`src/rtl/rcd_pkg.sv`:
```
package rcd_pkg;

  localparam int OPC_W    = 8;
  localparam int VAL_W    = 16;
  localparam int STAT_W   = 32;
  localparam int N_STATUS = 7;
  localparam int SEL_W    = $clog2(N_STATUS + 1);
  localparam int CPE_W    = 8;
  localparam int N_TIMING = 4;
  localparam int N_TGT    = 8;

  localparam logic [VAL_W-1:0] CPE_LEGAL     = 16'd48;
  localparam logic [7:0]       THRESH_RESET  = 8'h18;

  typedef enum logic [OPC_W-1:0] {
    OP_SHORT_CHIRP  = 8'h10,
    OP_SHORT_LISTEN = 8'h11,
    OP_MED_CHIRP    = 8'h17,
    OP_MED_LISTEN   = 8'h18,
    OP_CPE          = 8'h21,
    OP_THRESH       = 8'h2D,
    OP_ADC_PD       = 8'h32,
    OP_ADC_FMT      = 8'h33
  } opcode_e;

  // Write-target index; timing registers occupy 0..3 in this order.
  localparam int TGT_SHORT_CHIRP  = 0;
  localparam int TGT_SHORT_LISTEN = 1;
  localparam int TGT_MED_CHIRP    = 2;
  localparam int TGT_MED_LISTEN   = 3;
  localparam int TGT_THRESH       = 4;
  localparam int TGT_ADC_PD       = 5;
  localparam int TGT_ADC_FMT      = 6;
  localparam int TGT_CPE          = 7;

  function automatic logic [VAL_W-1:0] timing_default(input int idx);
    case (idx)
      TGT_SHORT_CHIRP:  return 16'd100;
      TGT_SHORT_LISTEN: return 16'd17400;
      TGT_MED_CHIRP:    return 16'd500;
      default:          return 16'd15600;
    endcase
  endfunction

  function automatic logic cpe_mismatch(input logic [VAL_W-1:0] v);
    return v != CPE_LEGAL;
  endfunction

endpackage

```
`src/rtl/rcd_opcode_decode.sv`:
```
module rcd_opcode_decode
  import rcd_pkg::*;
(
  input  logic                 valid,
  input  logic [OPC_W-1:0]     opcode,
  output logic [N_TGT-1:0]     wr_en,
  output logic                 unknown_hit
);

  logic [N_TGT-1:0] hit;

  always_comb begin
    hit = '0;
    case (opcode)
      OP_SHORT_CHIRP:  hit[TGT_SHORT_CHIRP]  = 1'b1;
      OP_SHORT_LISTEN: hit[TGT_SHORT_LISTEN] = 1'b1;
      OP_MED_CHIRP:    hit[TGT_MED_CHIRP]    = 1'b1;
      OP_MED_LISTEN:   hit[TGT_MED_LISTEN]   = 1'b1;
      OP_THRESH:       hit[TGT_THRESH]       = 1'b1;
      OP_ADC_PD:       hit[TGT_ADC_PD]       = 1'b1;
      OP_ADC_FMT:      hit[TGT_ADC_FMT]      = 1'b1;
      OP_CPE:          hit[TGT_CPE]          = 1'b1;
      default:         hit = '0;
    endcase
  end

  assign wr_en       = valid ? hit : '0;
  assign unknown_hit = valid && (hit == '0);

endmodule

```
`src/rtl/rcd_cfg_reg.sv`:
```
module rcd_cfg_reg #(
  parameter int           W   = 16,
  parameter logic [W-1:0] RST = '0
) (
  input  logic         clk,
  input  logic         rst_n,
  input  logic         en,
  input  logic [W-1:0] d,
  output logic [W-1:0] q
);

  always_ff @(posedge clk) begin
    if (!rst_n)  q <= RST;
    else if (en) q <= d;
  end

endmodule

```
`src/rtl/rcd_status_mux.sv`:
```
module rcd_status_mux
  import rcd_pkg::*;
(
  input  logic [SEL_W-1:0]  sel,
  input  logic [VAL_W-1:0]  short_chirp,
  input  logic [VAL_W-1:0]  short_listen,
  input  logic [7:0]        thresh,
  input  logic              pd,
  input  logic              fmt,
  input  logic [VAL_W-1:0]  cpe_req,
  input  logic [CPE_W-1:0]  cpe_eff,
  input  logic              err,
  output logic [STAT_W-1:0] word
);

  always_comb begin
    word = '0;
    case (sel)
      3'd0: word = {short_chirp, short_listen};
      3'd1: word = {thresh, 22'd0, fmt, pd};
      3'd2: word = {16'd0, cpe_req};
      3'd4: word = {21'd0, err, 2'd0, cpe_eff};
      default: word = '0;
    endcase
  end

endmodule

```
`src/rtl/radar_cmd_decoder.sv`:
```
module radar_cmd_decoder
  import rcd_pkg::*;
(
  input  logic                 clk,
  input  logic                 rst_n,
  input  logic                 cmd_valid,
  input  logic [OPC_W-1:0]     cmd_opcode,
  input  logic [VAL_W-1:0]     cmd_value,
  input  logic [SEL_W-1:0]     status_sel,
  output logic [STAT_W-1:0]    status_word,
  output logic [VAL_W-1:0]     short_chirp_cycles,
  output logic [VAL_W-1:0]     short_listen_cycles,
  output logic [VAL_W-1:0]     medium_chirp_cycles,
  output logic [VAL_W-1:0]     medium_listen_cycles,
  output logic [7:0]           thresh_scale,
  output logic                 adc_powerdown,
  output logic                 adc_twos_comp,
  output logic [CPE_W-1:0]     chirps_per_elev,
  output logic                 chirp_count_err,
  output logic                 unknown_opcode
);

  // Named internal events, observed by the bound checker.
  logic [N_TGT-1:0]    wr_en;
  logic                unknown_hit;
  logic                cpe_bad_write;
  logic [VAL_W-1:0]    timing_q [N_TIMING];
  logic [VAL_W-1:0]    cpe_req_q;
  logic                err_q;
  logic                unk_q;

  rcd_opcode_decode u_dec (
    .valid       (cmd_valid),
    .opcode      (cmd_opcode),
    .wr_en       (wr_en),
    .unknown_hit (unknown_hit)
  );

  for (genvar i = 0; i < N_TIMING; i++) begin : g_timing
    rcd_cfg_reg #(.W(VAL_W), .RST(timing_default(i))) u_reg (
      .clk   (clk),
      .rst_n (rst_n),
      .en    (wr_en[i]),
      .d     (cmd_value),
      .q     (timing_q[i])
    );
  end

  rcd_cfg_reg #(.W(8), .RST(THRESH_RESET)) u_thresh (
    .clk (clk), .rst_n (rst_n), .en (wr_en[TGT_THRESH]),
    .d (cmd_value[7:0]), .q (thresh_scale)
  );

  rcd_cfg_reg #(.W(1), .RST(1'b0)) u_pd (
    .clk (clk), .rst_n (rst_n), .en (wr_en[TGT_ADC_PD]),
    .d (cmd_value[0]), .q (adc_powerdown)
  );

  rcd_cfg_reg #(.W(1), .RST(1'b0)) u_fmt (
    .clk (clk), .rst_n (rst_n), .en (wr_en[TGT_ADC_FMT]),
    .d (cmd_value[0]), .q (adc_twos_comp)
  );

  rcd_cfg_reg #(.W(VAL_W), .RST(CPE_LEGAL)) u_cpe_req (
    .clk (clk), .rst_n (rst_n), .en (wr_en[TGT_CPE]),
    .d (cmd_value), .q (cpe_req_q)
  );

  assign cpe_bad_write = wr_en[TGT_CPE] && cpe_mismatch(cmd_value);

  always_ff @(posedge clk) begin
    if (!rst_n) begin
      err_q <= 1'b0;
      unk_q <= 1'b0;
    end else begin
      err_q <= err_q | cpe_bad_write;
      unk_q <= unknown_hit;
    end
  end

  assign short_chirp_cycles   = timing_q[TGT_SHORT_CHIRP];
  assign short_listen_cycles  = timing_q[TGT_SHORT_LISTEN];
  assign medium_chirp_cycles  = timing_q[TGT_MED_CHIRP];
  assign medium_listen_cycles = timing_q[TGT_MED_LISTEN];
  assign chirps_per_elev      = CPE_LEGAL[CPE_W-1:0];
  assign chirp_count_err      = err_q;
  assign unknown_opcode       = unk_q;

  rcd_status_mux u_stat (
    .sel          (status_sel),
    .short_chirp  (short_chirp_cycles),
    .short_listen (short_listen_cycles),
    .thresh       (thresh_scale),
    .pd           (adc_powerdown),
    .fmt          (adc_twos_comp),
    .cpe_req      (cpe_req_q),
    .cpe_eff      (chirps_per_elev),
    .err          (err_q),
    .word         (status_word)
  );

endmodule

```
`config.mk`:
```
export PLATFORM = sky130hd
export DESIGN_NAME = radar_cmd_decoder
export DESIGN_NICKNAME = d
export VERILOG_FILES = /design/src/rtl/rcd_pkg.sv /design/src/rtl/rcd_opcode_decode.sv /design/src/rtl/rcd_cfg_reg.sv /design/src/rtl/rcd_status_mux.sv /design/src/rtl/radar_cmd_decoder.sv
export SDC_FILE = /design/constraint.sdc
export NUM_CORES = 1
export LEC_CHECK = 0
export ABC_AREA = 0
export BUFFER_PORTS_ARGS = -buffer_cell sky130_fd_sc_hd__buf_2
export CAP_MARGIN = 30
export CORE_MARGIN = 1
export CORE_UTILIZATION = 50
export CTS_CLUSTER_DIAMETER = 120
export DETAILED_ROUTE_END_ITERATION = 7
export GPL_TIMING_DRIVEN = 0
export HOLD_SLACK_MARGIN = 0.15
export PLACE_DENSITY = 0.85
export SYNTH_ARGS = -nofsm -noshare
export SYNTH_HDL_FRONTEND = slang
export SYNTH_SLANG_ARGS = --single-unit
export TNS_END_PERCENT = 1
```
`constraint.sdc`:
```
create_clock -name clk -period 3.9 [get_ports clk]
set_input_delay 0.195 -clock clk [delete_from_list [all_inputs] [get_ports clk]]
set_output_delay 0.195 -clock clk [all_outputs]
set_load 0.02 [all_outputs]
```
# --- Word level (Yosys, flattened, before mapping) ---
# Cells that the tools add are included.
word_totals:
  reg_bits: 92
op_classes:
  n_eq_ne: 12
  n_mux: 10
  n_reduce_logical: 4
  n_bitwise: 1
ops:
  columns: ["operator", "n"]
  rows:
  - ["$pmux W32 S4", 1]
  - ["$eq A8 B5 Y1 const B", 4]
  - ["$eq A8 B6 Y1 const B", 4]
  - ["$ne A16 B6 Y1 const B", 1]
  - ["$logic_not A8 Y1", 1]
  - ["$mux W1", 8]
  - ["$mux W8", 1]
  - ["$eq A3 B1 Y1 const B", 1]
  - ["$eq A3 B2 Y1 const B", 1]
  - ["$eq A3 B3 Y1 const B", 1]
  - ["$logic_not A3 Y1", 1]
  - ["$logic_and A1 B1 Y1", 2]
  - ["$or A1 B1 Y1", 1]

# --- Logic depth before layout (Yosys ltp) ---
depth:
  ltp_word: 5
  mapped_depth: 6
  depth_no_buf: 4

# --- By module ---
# Synthesis repeated with hierarchy kept, for this count alone.
hier_totals:
  hier_cells: 422
  hier_area_um2: 4336.7
modules_own_cells:
  columns: ["mod", "seq_area_each_um2", "area_per_inst_um2", "cells_per_inst", "n_inst"]
  rows:
  - ["rcd_cfg_reg (g_timing[1].u_reg ...)", 320.3, 595.6, 51, 2]
  - ["rcd_cfg_reg (u_cpe_req)", 320.3, 610.6, 51, 1]
  - ["rcd_cfg_reg (g_timing[0].u_reg)", 320.3, 608.1, 51, 1]
  - ["rcd_cfg_reg (g_timing[2].u_reg)", 320.3, 600.6, 51, 1]
  - ["rcd_status_mux", 0.0, 571.8, 86, 1]
  - ["rcd_cfg_reg (u_thresh)", 160.2, 296.5, 25, 1]
  - ["rcd_opcode_decode", 0.0, 209.0, 30, 1]
  - ["radar_cmd_decoder", 40.0, 176.4, 20, 1]
  - ["rcd_cfg_reg (u_fmt ...)", 20.0, 36.3, 3, 2]

# --- Worst setup path after synthesis ---
# Ideal clock, no wire load.
synth_timing:
  kind: "input to register"
  startpoint: "in cmd_opcode[5]"
  endpoint: "reg g_timing[3].u_reg.q[10]"
  arrival_ns: 1.675
  path_slack_ns: 2.096
  stages: 6
  setup_time_ns: 0.129
  n_path_buf: 2
  required_ns: 3.771
  cell_sequence: "or4b_4 -> or4_4 -> buf_6 -> buf_6 -> mux2i_1 -> nand2_1"
synth_via:
  elab_chain_len: 3
synth_rtl:
  columns: ["item", "line", "source"]
  rows:
  - ["start, declared", "radar_cmd_decoder.sv:7", "input logic [OPC_W-1:0] cmd_opcode,"]
  - ["$eq A8 B5 Y1", "rcd_opcode_decode.sv:14", "case (opcode)"]
  - ["$mux W1", "rcd_opcode_decode.sv:14", null]
  - ["$mux W8", "rcd_opcode_decode.sv:27", "assign wr_en = valid ? hit : '0;"]
  - ["end signal, assigned", "rcd_cfg_reg.sv:13", "if (!rst_n) q <= RST;"]
  - ["end signal, assigned", "rcd_cfg_reg.sv:14", "else if (en) q <= d;"]
  - ["end, declared", "rcd_cfg_reg.sv:9", "output logic [W-1:0] q"]
# Every way passes these cells.
# A chain may end at the register's enable or synchronous reset.

# --- Worst setup path after layout ---
layout_timing:
  startpoint: "in status_sel[1]"
  endpoint: "out status_word[8]"
layout_via:
  elab_chain_len: 2
  elab_cells_between_ends: 5
layout_rtl:
  columns: ["item", "line", "source"]
  rows:
  - ["start, declared", "radar_cmd_decoder.sv:9", "input logic [SEL_W-1:0] status_sel,"]
  - ["$eq A3 B3 Y1 (tied with other cells)", "rcd_status_mux.sv:18", "case (sel)"]
  - ["$pmux W32 S4 (*)", "rcd_status_mux.sv:18", null]
  - ["end, declared", "radar_cmd_decoder.sv:10", "output logic [STAT_W-1:0] status_word,"]
# Mark *: on every way between the ends. The rest lies on a longest branch, timed or not.

==> impl_results.md <==
- GP Congestion: a little over 0.9
- GRT overflow: 0
- WL final: between 10000 and 15000 microns
- Layout net count: 637
- Diode count: 0
- Worst Path Arrival: between 1500 and 2000 ps
- Row cnt: 31
- Pin count of the biggest net entering global routing: 17
- Power density cells: 352 nW/um^2
- Post-synth cell types: 39
- Critical path type: input port to output port
- Clk_skew: 0 ps
- H-tree levels: 3
- Slowest stage delay, CP: 600 ps
- Fin crit share: a little over half
- Worst Setup EP: status_word[8]
- Fmax: 0.490 GHz
- CP max stage cell: clkbuf_1
- # fillers: 589
- CP Cell Sequence: buf_2 > clkbuf_1 > clkbuf_1 > mux2i_1 > nor2_1 > buf_2
- Clk sink count: 92
- Final count of pins violating max slew: 0
- Syn Inst Count: 443
- Reg2Reg Depth: 2
- Max cap viols: 0
- RSZ-0062 raised after global routing: no
- DRC violations left: 0
- Antenna Nets Post-Route: 0
- Outcome: finished, final reports clean
- Register area share after synthesis: 48.4%
- CTS-repair resized insts: 0
- Clk slew on worst S/H paths: around 90 ps
- Syn_area_per_cell: 8.59 sq um
- CP Launch Point: status_sel[1]
- Hold Fails Final Rpt: 0
- CTS max path bufs: 2
- Die W: 89.3 microns
- Slew Limit Headroom: about half
- Least-Margin Pin Slew: 739 ps
- Initial core utilization: 52.2%
- CP startpoint kind: input port
- Core Footprint: 7290 sq um
- CP Capture Type: output port
- TritonCTS clock tree: built
- DP HPWL: 8690 microns
- Worst hold path type: input port to register
- WHS: 166 ps
- WHS Path Cells: 3
- Root Buffer: clkbuf_8
- Max IR drop VDD: 0.000192 V
- Register area: 1840 sq um
- LEAKAGE: around 2.3 nW
- Fin crit period: 2040 ps
- #FFs+latches synth: ~90
- Reg2reg start: g_timing[0].u_reg.q[7]$_SDFFE_PN0P_
- I/O Buffers: between 100 and 150
- Post-CTS setup buffer count: 0
- Yosys warning count: 0
- Synth-to-Final Area Change: 30.0%
- GRT Total Usage: 30.3%
- Initial antenna violation count: 0
- First-pass GRT wire length: 17700 microns
- Final TNS setup: 0 ps
- Die Y: 89.3 microns
- Vias in the first global route: between 3000 and 4000
- Worst R2R End: g_timing[0].u_reg.q[7]$_SDFFE_PN0P_
- Share of layout cells above drive strength 1: a little over a quarter
- Maximum fanout along the worst path: 10
- Flop-to-flop setup slack: about 3200 ps
- Insertion delay to the later sink of the worst-skew pair: 360 ps
- Worst path required time: 3700 ps
- Routed length per placed instance: 16.7 microns
- CTS buffer count: 9
- DR iter-0 viols: 278
- Die Footprint: 7970 sq um
- Vias: 3978
- Final-report setup violation count: 0
- Multi-input logic area: 1770 sq um
- # hold bufs at CTS: 12
- Drt pass-1 iters: 6
- Overall power: between 1.5 and 2 mW
- IO Pins: 146
- Min-delay src: cmd_value[6]
- Vias per cell: 5.59
- Cell Area, Synth: 3810 sq um
- Final core occ: 67.8%
sequential cells by signal (all words and copies together), names as in the netlist:
| name | count |
|---|---|
| u_thresh.q | 8 |
| g_timing.u_reg.q | 64 |
| unknown_opcode | 1 |
| u_fmt.q | 1 |
| u_pd.q | 1 |
| chirp_count_err | 1 |
| u_cpe_req.q | 16 |
cells in the mapped netlist:
master	number	share of area, %
dfxtp_1	92	48
nand3_1	68	8.9
o21ai_0	58	7.6
nand2_1	57	5.6
mux2i_1	43	11
nor2_1	31	3.1
clkbuf_1	22	2.2
buf_4	9	1.8
and2_1	8	1.3
buf_1	7	0.69
a21oi_1	4	0.53
nor4_1	4	0.66
a31oi_1	3	0.49
buf_6	3	0.89
or2_2	3	0.49
or4_1	3	0.59
conb_1	2	0.20
nand4_1	2	0.33
nor2b_1	2	0.33
o211ai_1	2	0.39
o31ai_1	2	0.39
and3b_1	1	0.23
buf_2	1	0.13
inv_1	1	0.099
nand2b_1	1	0.16
nand4b_1	1	0.23
nand4bb_1	1	0.30
nor3_1	1	0.13
nor3b_1	1	0.20
nor4b_1	1	0.23
nor4bb_1	1	0.26
o21a_1	1	0.20
o21ai_1	1	0.13
o22a_1	1	0.23
o2bb2ai_1	1	0.23
or3_1	1	0.16
or4_4	1	0.30
or4b_4	1	0.36
xnor2_1	1	0.23
layout by cell type (no fill, tap or decap), types with 3 or more instances in the layout:
master and n:
a21oi_1 4, a31oi_1 3, and2_1 8, buf_1 7
buf_2 136, buf_4 9, buf_6 3, clkbuf_1 23
clkbuf_8 9, conb_1 8, dfxtp_1 92, dlygate4sd3_1 12
mux2i_1 43, nand2_1 57, nand3_1 68, nor2_1 31
nor4_1 4, o21ai_0 58, or2_2 3, or4_1 3
layer usage:
metal / global-route usage, % / share of wire (%) / vias to the layer above
met5: 0 / 0 / -
met4: 18.0 / 4.4 / 0
met3: 3.88 / 8.1 / 40
met2: 49.7 / 47 / 228
met1: 38.4 / 40 / 1850
li1: - / - / 1860
final cells by class:
type	count	share of cell area [%]
timing repair buffer	147	16.1
sequential	92	37.2
clock buffer	10	2.58
clock inverter	6	1.44
tap	99	2.50
buffer	42	4.35
inverter	1	0.0759
multi-input combinational	314	35.7
worst min path at each step:
| stage | slack [ps] | end |
|---|---|---|
| 2_1_floorplan | 290 | unknown_opcode$_SDFF_PN0_ |
| 3_3_place_gp | 450 | g_timing[3].u_reg.q[11]$_SDFFE_PN1P_ |
| 3_5_place_dp | 460 | g_timing[1].u_reg.q[14]$_SDFFE_PN1P_ |
| 4_1_cts | 160 | g_timing[1].u_reg.q[6]$_SDFFE_PN1P_ |
| 5_1_grt | 180 | g_timing[1].u_reg.q[6]$_SDFFE_PN1P_ |
| 6_report | 170 | g_timing[1].u_reg.q[6]$_SDFFE_PN1P_ |
metrics by stage:
stage	cells	instance area (sq um)	setup slack (ps)
2_1_floorplan	449	3830	2100
3_3_place_gp	682	4620	1790
3_5_place_dp	683	4630	1760
4_1_cts	711	4950	1880
5_1_grt	711	4950	1750
6_report	711	4950	1860
report_power, final:
group	total, mW	internal (mW)	switching (mW)	leakage (nW)
Sequential	0.941	0.940	0.00106	0.742
Clock	0.653	0.305	0.348	0.0992
Combinational	0.150	0.0508	0.0988	1.51
Total	1.74	1.30	0.448	2.35
worst max-delay path: cells and delay by family:
kind | cells | cell delay, ps
buffers and inverters | 4 | 1320
muxes | 1 | 250
and+or+nand+nor | 1 | 70
logic make-up (layout without fill, tap and decap cells):
logic type	count (synthesis)	in the layout	share of synthesized area [%]
buffers and inverters	43	206	5.75
flip-flops	92	92	48.4
other	2	8	0.197
AO/OA/AOI/OAI	73	73	10.2
multiplexers	43	43	11.3
AND/OR/NAND/NOR	189	189	23.9
XOR/XNOR	1	1	0.230
Power figures use the tool's default switching activity.
